==> src/rtl/issue_pkg.sv <==
package issue_pkg;

    localparam int unsigned CLS_W = 3;

    typedef enum logic [CLS_W-1:0] {
        UC_ALU  = 3'd0,
        UC_IMUL = 3'd1,
        UC_FMUL = 3'd2,
        UC_FADD = 3'd3,
        UC_FDIV = 3'd4
    } ucls_e;

    // Unused codes fold onto the integer ALU class.
    function automatic ucls_e norm_cls(logic [CLS_W-1:0] code);
        if (code > 3'd4) begin
            return UC_ALU;
        end
        return ucls_e'(code);
    endfunction

endpackage

==> src/rtl/isg_scoreboard.sv <==
module isg_scoreboard
    import issue_pkg::*;
#(
    parameter int unsigned ISSUE_W  = 3,
    parameter int unsigned REG_W    = 5,
    parameter int unsigned LAT_ALU  = 1,
    parameter int unsigned LAT_IMUL = 3,
    parameter int unsigned LAT_FMUL = 4,
    parameter int unsigned LAT_FADD = 3,
    parameter int unsigned LAT_FDIV = 12,
    localparam int unsigned NREG    = 1 << REG_W,
    localparam int unsigned MAX_AB  = (LAT_ALU > LAT_IMUL) ? LAT_ALU : LAT_IMUL,
    localparam int unsigned MAX_CD  = (LAT_FMUL > LAT_FADD) ? LAT_FMUL : LAT_FADD,
    localparam int unsigned MAX_4   = (MAX_AB > MAX_CD) ? MAX_AB : MAX_CD,
    localparam int unsigned MAX_LAT = (MAX_4 > LAT_FDIV) ? MAX_4 : LAT_FDIV,
    localparam int unsigned CW      = $clog2(MAX_LAT + 1)
) (
    input  logic                       clk,
    input  logic                       rst_n,
    input  logic [ISSUE_W-1:0]         iss_mask,
    input  logic [ISSUE_W*REG_W-1:0]   lane_dst,
    input  logic [ISSUE_W*CLS_W-1:0]   lane_cls,
    output logic [NREG-1:0]            busy
);

    // Cycles a destination stays blocked after the issue edge.
    function automatic logic [CW-1:0] hold_of(logic [CLS_W-1:0] code);
        logic [CW-1:0] h;
        unique case (norm_cls(code))
            UC_ALU:  h = CW'(LAT_ALU - 1);
            UC_IMUL: h = CW'(LAT_IMUL - 1);
            UC_FMUL: h = CW'(LAT_FMUL - 1);
            UC_FADD: h = CW'(LAT_FADD - 1);
            UC_FDIV: h = CW'(LAT_FDIV - 1);
            default: h = CW'(LAT_ALU - 1);
        endcase
        return h;
    endfunction

    assign busy[0] = 1'b0;

    for (genvar r = 1; r < NREG; r++) begin : g_reg
        logic [CW-1:0] cnt_q;
        logic [CW-1:0] cnt_d;
        logic          load;

        always_comb begin
            load  = 1'b0;
            cnt_d = (cnt_q != '0) ? (cnt_q - CW'(1)) : '0;
            for (int k = 0; k < ISSUE_W; k++) begin
                if (iss_mask[k] && (lane_dst[k*REG_W +: REG_W] == REG_W'(r))) begin
                    load  = 1'b1;
                    cnt_d = hold_of(lane_cls[k*CLS_W +: CLS_W]);
                end
            end
        end

        always_ff @(posedge clk or negedge rst_n) begin
            if (!rst_n) begin
                cnt_q <= '0;
            end else begin
                cnt_q <= cnt_d;
            end
        end

        assign busy[r] = (cnt_q != '0);


        quiet_stays_chk: assert property (@(posedge clk) disable iff (!rst_n)
            (!busy[r] && !load) |=> !busy[r]);
    end

endmodule

==> src/rtl/isg_hazard.sv <==
module isg_hazard
    import issue_pkg::*;
#(
    parameter int unsigned ISSUE_W = 3,
    parameter int unsigned REG_W   = 5,
    localparam int unsigned NREG   = 1 << REG_W
) (
    input  logic [ISSUE_W-1:0]         lane_vld,
    input  logic [ISSUE_W*REG_W-1:0]   lane_dst,
    input  logic [ISSUE_W*REG_W-1:0]   lane_src_a,
    input  logic [ISSUE_W*REG_W-1:0]   lane_src_b,
    input  logic [ISSUE_W*CLS_W-1:0]   lane_cls,
    input  logic [NREG-1:0]            busy,
    output logic [ISSUE_W-1:0]         haz
);

    for (genvar i = 0; i < ISSUE_W; i++) begin : g_lane
        logic [REG_W-1:0] d_i;
        logic [REG_W-1:0] a_i;
        logic [REG_W-1:0] b_i;
        ucls_e            c_i;
        logic             flight;
        logic             packed_dep;

        assign d_i = lane_dst[i*REG_W +: REG_W];
        assign a_i = lane_src_a[i*REG_W +: REG_W];
        assign b_i = lane_src_b[i*REG_W +: REG_W];
        assign c_i = norm_cls(lane_cls[i*CLS_W +: CLS_W]);

        // Read-after-write and write-after-write against in-flight results.
        always_comb begin
            flight = ((a_i != '0) && busy[a_i]) ||
                     ((b_i != '0) && busy[b_i]) ||
                     ((d_i != '0) && busy[d_i]);
        end

        // Same-packet dependences and unit conflicts with older lanes.
        always_comb begin
            packed_dep = 1'b0;
            for (int j = 0; j < i; j++) begin
                if (lane_vld[j]) begin
                    if ((lane_dst[j*REG_W +: REG_W] != '0) &&
                        ((lane_dst[j*REG_W +: REG_W] == a_i) ||
                         (lane_dst[j*REG_W +: REG_W] == b_i) ||
                         (lane_dst[j*REG_W +: REG_W] == d_i))) begin
                        packed_dep = 1'b1;
                    end
                    if (norm_cls(lane_cls[j*CLS_W +: CLS_W]) == c_i) begin
                        packed_dep = 1'b1;
                    end
                end
            end
        end

        assign haz[i] = lane_vld[i] & (flight | packed_dep);
    end

endmodule

==> src/rtl/isg_prefix.sv <==
module isg_prefix #(
    parameter int unsigned ISSUE_W = 3,
    localparam int unsigned CNT_W  = $clog2(ISSUE_W + 1)
) (
    input  logic               in_valid,
    input  logic [ISSUE_W-1:0] lane_vld,
    input  logic [ISSUE_W-1:0] haz,
    output logic [ISSUE_W-1:0] iss_mask,
    output logic [CNT_W-1:0]   iss_cnt,
    output logic               all_taken
);

    logic [ISSUE_W-1:0] ok;
    assign ok = lane_vld & ~haz;

    for (genvar i = 0; i < ISSUE_W; i++) begin : g_chain
        if (i == 0) begin : g_head
            assign iss_mask[i] = in_valid & ok[i];
        end else begin : g_tail
            assign iss_mask[i] = iss_mask[i-1] & ok[i];
        end
    end

    always_comb begin
        iss_cnt = '0;
        for (int k = 0; k < ISSUE_W; k++) begin
            iss_cnt = iss_cnt + CNT_W'(iss_mask[k]);
        end
    end

    assign all_taken = in_valid & ((lane_vld & ~iss_mask) == '0);

endmodule

==> src/rtl/issue_gate.sv <==
module issue_gate
    import issue_pkg::*;
#(
    parameter int unsigned ISSUE_W  = 3,
    parameter int unsigned REG_W    = 5,
    parameter int unsigned LAT_ALU  = 1,
    parameter int unsigned LAT_IMUL = 3,
    parameter int unsigned LAT_FMUL = 4,
    parameter int unsigned LAT_FADD = 3,
    parameter int unsigned LAT_FDIV = 12,
    localparam int unsigned NREG    = 1 << REG_W,
    localparam int unsigned CNT_W   = $clog2(ISSUE_W + 1)
) (
    input  logic                       clk,
    input  logic                       rst_n,
    input  logic                       in_valid,
    input  logic [ISSUE_W-1:0]         lane_vld,
    input  logic [ISSUE_W*REG_W-1:0]   lane_dst,
    input  logic [ISSUE_W*REG_W-1:0]   lane_src_a,
    input  logic [ISSUE_W*REG_W-1:0]   lane_src_b,
    input  logic [ISSUE_W*3-1:0]       lane_cls,
    output logic                       in_ready,
    output logic [ISSUE_W-1:0]         iss_mask,
    output logic [CNT_W-1:0]           iss_cnt
);

    if (ISSUE_W < 1 || ISSUE_W > 8) begin : g_bad_width
        $error("issue_gate: ISSUE_W must lie in 1..8");
    end
    if (LAT_ALU < 1 || LAT_IMUL < 1 || LAT_FMUL < 1 || LAT_FADD < 1 || LAT_FDIV < 1) begin : g_bad_lat
        $error("issue_gate: every latency must be at least 1");
    end

    logic [NREG-1:0]    busy;
    logic [ISSUE_W-1:0] haz;

    isg_scoreboard #(
        .ISSUE_W  (ISSUE_W),
        .REG_W    (REG_W),
        .LAT_ALU  (LAT_ALU),
        .LAT_IMUL (LAT_IMUL),
        .LAT_FMUL (LAT_FMUL),
        .LAT_FADD (LAT_FADD),
        .LAT_FDIV (LAT_FDIV)
    ) u_sb (
        .clk      (clk),
        .rst_n    (rst_n),
        .iss_mask (iss_mask),
        .lane_dst (lane_dst),
        .lane_cls (lane_cls),
        .busy     (busy)
    );

    isg_hazard #(
        .ISSUE_W (ISSUE_W),
        .REG_W   (REG_W)
    ) u_hz (
        .lane_vld   (lane_vld),
        .lane_dst   (lane_dst),
        .lane_src_a (lane_src_a),
        .lane_src_b (lane_src_b),
        .lane_cls   (lane_cls),
        .busy       (busy),
        .haz        (haz)
    );

    isg_prefix #(
        .ISSUE_W (ISSUE_W)
    ) u_pf (
        .in_valid  (in_valid),
        .lane_vld  (lane_vld),
        .haz       (haz),
        .iss_mask  (iss_mask),
        .iss_cnt   (iss_cnt),
        .all_taken (in_ready)
    );


    prefix_order_chk: assert property (@(posedge clk) disable iff (!rst_n)
        ((iss_mask >> 1) & ~iss_mask) == '0);


    valid_only_chk: assert property (@(posedge clk) disable iff (!rst_n)
        (iss_mask & ~lane_vld) == '0);


    cnt_match_chk: assert property (@(posedge clk) disable iff (!rst_n)
        iss_cnt == CNT_W'($countones(iss_mask)));


    idle_hold_chk: assert property (@(posedge clk) disable iff (!rst_n)
        !in_valid |-> (iss_mask == '0 && !in_ready));


    zero_reg_chk: assert property (@(posedge clk) disable iff (!rst_n)
        (in_valid && lane_vld[0] && lane_dst[REG_W-1:0] == '0 &&
         lane_src_a[REG_W-1:0] == '0 && lane_src_b[REG_W-1:0] == '0) |-> iss_mask[0]);

endmodule

==> config.mk <==
export PLATFORM = sky130hd
export DESIGN_NAME = issue_gate
export DESIGN_NICKNAME = d
export VERILOG_FILES = /design/src/rtl/issue_pkg.sv /design/src/rtl/isg_scoreboard.sv /design/src/rtl/isg_hazard.sv /design/src/rtl/isg_prefix.sv /design/src/rtl/issue_gate.sv
export SDC_FILE = /design/constraint.sdc
export NUM_CORES = 1
export LEC_CHECK = 0
export CORE_MARGIN = 4
export CORE_UTILIZATION = 60
export CTS_BUF_LIST = sky130_fd_sc_hd__clkbuf_8
export CTS_CLUSTER_SIZE = 20
export DETAILED_ROUTE_END_ITERATION = 8
export GPL_TIMING_DRIVEN = 1
export MAX_ROUTING_LAYER = met4
export PLACE_DENSITY_LB_ADDON = 0.15
export SLEW_MARGIN = 20
export SYNTH_ARGS = -nofsm -noshare
export SYNTH_HDL_FRONTEND = slang
export SYNTH_SLANG_ARGS = --single-unit
export TNS_END_PERCENT = 50
==> constraint.sdc <==
create_clock -name clk -period 5.77 [get_ports clk]
set_clock_uncertainty 0.05 [all_clocks]
set_input_delay 0.8655 -clock clk [delete_from_list [all_inputs] [get_ports clk]]
set_output_delay 0.8655 -clock clk [all_outputs]
set_load 0.02 [all_outputs]
==> metrics.txt <==
Mapped Cells ~1.5k; initial antenna violation count 1; yosys warns 0; worst r2r src u_sb.g_reg[10].cnt_q[0]$_DFF_PN0_; largest registers u_sb.g.cnt_q: 124 flops; CP cell instances clkdlybuf4s50_1 > and4b_1 > a22oi_1 > nand4b_1 > nor3_1 > nor2_1 > nand3_1 > buf_4 > buf_4 > nor2_1 > clkdlybuf4s50_1; Finished Core Util 70.2%; Hold Vio Cnt, Final 0; gpl congestion 1.09; relative slew slack 13.3%; Max-Cap Viols 0; I/O Pins 66; reg2reg setup slack 0.70 ns; non-filler instance count after layout 1,789; setup violators final 0; largest register by flop count u_sb.g.cnt_q; Clock Pin Slew Worst Setup and Hold Paths 0.10 ns; Area Overhead vs Synth 14.1%; overall power 2970 µW; largest area contributor in the netlist dfrtp_1; Clk Latency, worst-skew pair 0.48 ns; Yosys top cell area share 26.8%; critical path required time roughly 4.9 ns; Max VDD drop 0.234 mV; H-tree levels 4; Arr. time, crit path 4.62 ns; Seq cells post-synth around 120; grt ovf 0; Mapped Area 11,600 µm²; NumNets Final 1,575; initial core utilization 61.5%; pin slew with the least headroom to its limit 1.30 ns; die width approximately 150 µm; post-cts hold buffer count 0; Total Routing Usage GR a little under half; crit-path max FO 31; asr flop ratio synth 100%; PwrDens ~230 nW/µm²; outcome completed; layout cells sized above 1 14.3%; placeable core region 18,800 µm²; WL/cell 28.2 µm; top_reg_cell synth dfrtp_1; Via density 7.66; Post-synth EDFFs 0; syn_nets roughly 1.5k; Clock Path Buffers 2; RR Endpoint u_sb.g_reg[9].cnt_q[0]$_DFF_PN0_; CP max stage cell nor3_1; final wirelength 50.4 mm; part of the Yosys area used for sequential elements 26.8%; largest net degree at the start of global routing 74; Hold Path Class in2async; Synth cell types between 70 and 80; Detailed Routing Iterations Pass 1 8; max-slew violation count 0; die extent in y 147 µm; CTS buffer count 17; Final ANT Viol Nets 0; Port Buffers 65; CP Launch Type input pin; initial drt markers about 2.7k; max reg flops 124; CTS tree built; slowest cell delay on critical path 0.79 ns; CTS root buf clkbuf_8; Mean Syn Cell Area 7.94 µm²; hpwl dp 35.1 mm; RSZ-0062 raised after global routing false; kind of end point of the critical path primary output; Final Critical Period 5.54 ns; vias about 14k; Filler Cells Inserted 1,515; vias in the first global route 12.4k; total negative slack 0 ns; first-pass GRT wire length 74.3 mm; CTS sink count ~120; Core Rows 50; drt drc 0; synth top area cells dfrtp_1 (27%), mux2i_1 (6.1%), a21oi_1 (4.8%); DIE AREA roughly 22,000 µm²; Worst R2R Path Depth 10; placed cell count 1,756; CP Class in2out; Tcrit/Tclk final between 90% and 100%; LEAKAGE 0.00530 µW; maximum clock rate 0.181 GHz
==> worst max-delay path by stage <==
stage | start | to | slack [ns] | cells past startpoint
final | lane_src_a[0] | iss_cnt[0] | 0.23 | 11
after global placement | lane_src_b[1] | iss_mask[2] | 0.30 | 10
after CTS | u_sb.g_reg[10].cnt_q[0]$_DFF_PN0_ | iss_mask[2] | 0.16 | 8
after detailed placement | lane_src_b[1] | iss_mask[2] | 0.30 | 10
after global routing | u_sb.g_reg[10].cnt_q[0]$_DFF_PN0_ | iss_mask[2] | 0.13 | 8
after floorplan | lane_dst[0] | in_ready | 0.67 | 13
==> per-stage QoR <==
step | setup slack [ns] | instance area (µm²) | hold slack, ns
after global routing | 0.131 | 13200 | 0.408
final | 0.233 | 13200 | 0.365
after floorplan | 0.665 | 11600 | 0.449
after CTS | 0.164 | 13200 | 0.375
after detailed placement | 0.296 | 12800 | 0.475
after global placement | 0.295 | 12800 | 0.472
==> layout by cell type (no fill, tap or decap), drive strengths merged, types with 8 or more instances in the layout <==
cell type	netlist	final
nand2	132	132
nor2	100	100
xnor2	25	25
nor4	68	68
nor3	84	84
xor2	31	31
a21oi	112	112
o41ai	13	13
mux2i	71	71
nand3	47	47
a2111oi	8	8
nor4b	12	12
or4	24	24
a211oi	9	9
or2	10	10
a41oi	24	24
buf	21	90
mux2	10	10
o22ai	49	49
nand2b	14	14
nand4	12	12
o21ai	104	104
or4b	27	27
dfrtp	124	124
inv	25	34
clkdlybuf4s50	0	62
nand3b	10	10
o31ai	60	60
nor2b	17	17
mux4	19	19
clkbuf	93	17
==> final cells by class <==
cell class	count	area, µm²	area share, %
clock inverters	15	168	1.27
repair buffers	152	1290	9.77
clock buffers	17	234	1.77
diodes	1	2.50	0.0189
flip-flops and latches	124	3100	23.5
multi-input cells	1195	8000	60.5
inverters	25	93.8	0.710
well taps	260	325	2.46
==> power by group <==
group	switching, µW	internal (µW)
combinational	762	425
clock	449	328
sequential	93.0	916
==> synth_stat cells, drive strengths merged (19+ instances only) <==
| master | n |
|---|---|
| nand2 | 132 |
| dfrtp | 124 |
| a21oi | 112 |
| o21ai | 104 |
| nor2 | 100 |
| clkbuf | 93 |
| nor3 | 84 |
| mux2i | 71 |
| nor4 | 68 |
| o31ai | 60 |
| o22ai | 49 |
| nand3 | 47 |
| xor2 | 31 |
| or4b | 27 |
| inv | 25 |
| xnor2 | 25 |
| a41oi | 24 |
| or4 | 24 |
| buf | 21 |
| mux4 | 19 |
==> worst max-delay path: cells and delay by family <==
kind / cells / cell delay (ns)
simple gates: 6 / 1.78
compound gates: 1 / 0.20
buf+inv: 4 / 1.76
==> cell families (layout without fill, tap and decap cells) <==
family,count (synthesis),count (layout),synth area share [%]
flops,124,124,26.8
other cells,0,1,0
simple gates,588,588,28.4
xor+xnor,56,56,4.23
compound gates,451,451,25.2
mux,100,100,10.8
buf+inv,139,209,4.63
==> timing repair <==
action,4_1_cts,5_1_grt
setup buffers,0,0
gates resized for setup,0,1
endpoints found under the setup margin,0,4
==> metal layers <==
| metal | vias to the layer above | track usage (%) | wire length, µm |
|---|---|---|---|
| li1 | 5810 | - | - |
| met3 | 382 | 16.6 | 8260 |
| met2 | 1310 | 65.3 | 20500 |
| met4 | 0 | 27.5 | 4190 |
| met1 | 6197 | 57.0 | 17400 |
| met5 | - | - | 0 |
Note: power is estimated with default switching activity, not from simulation.
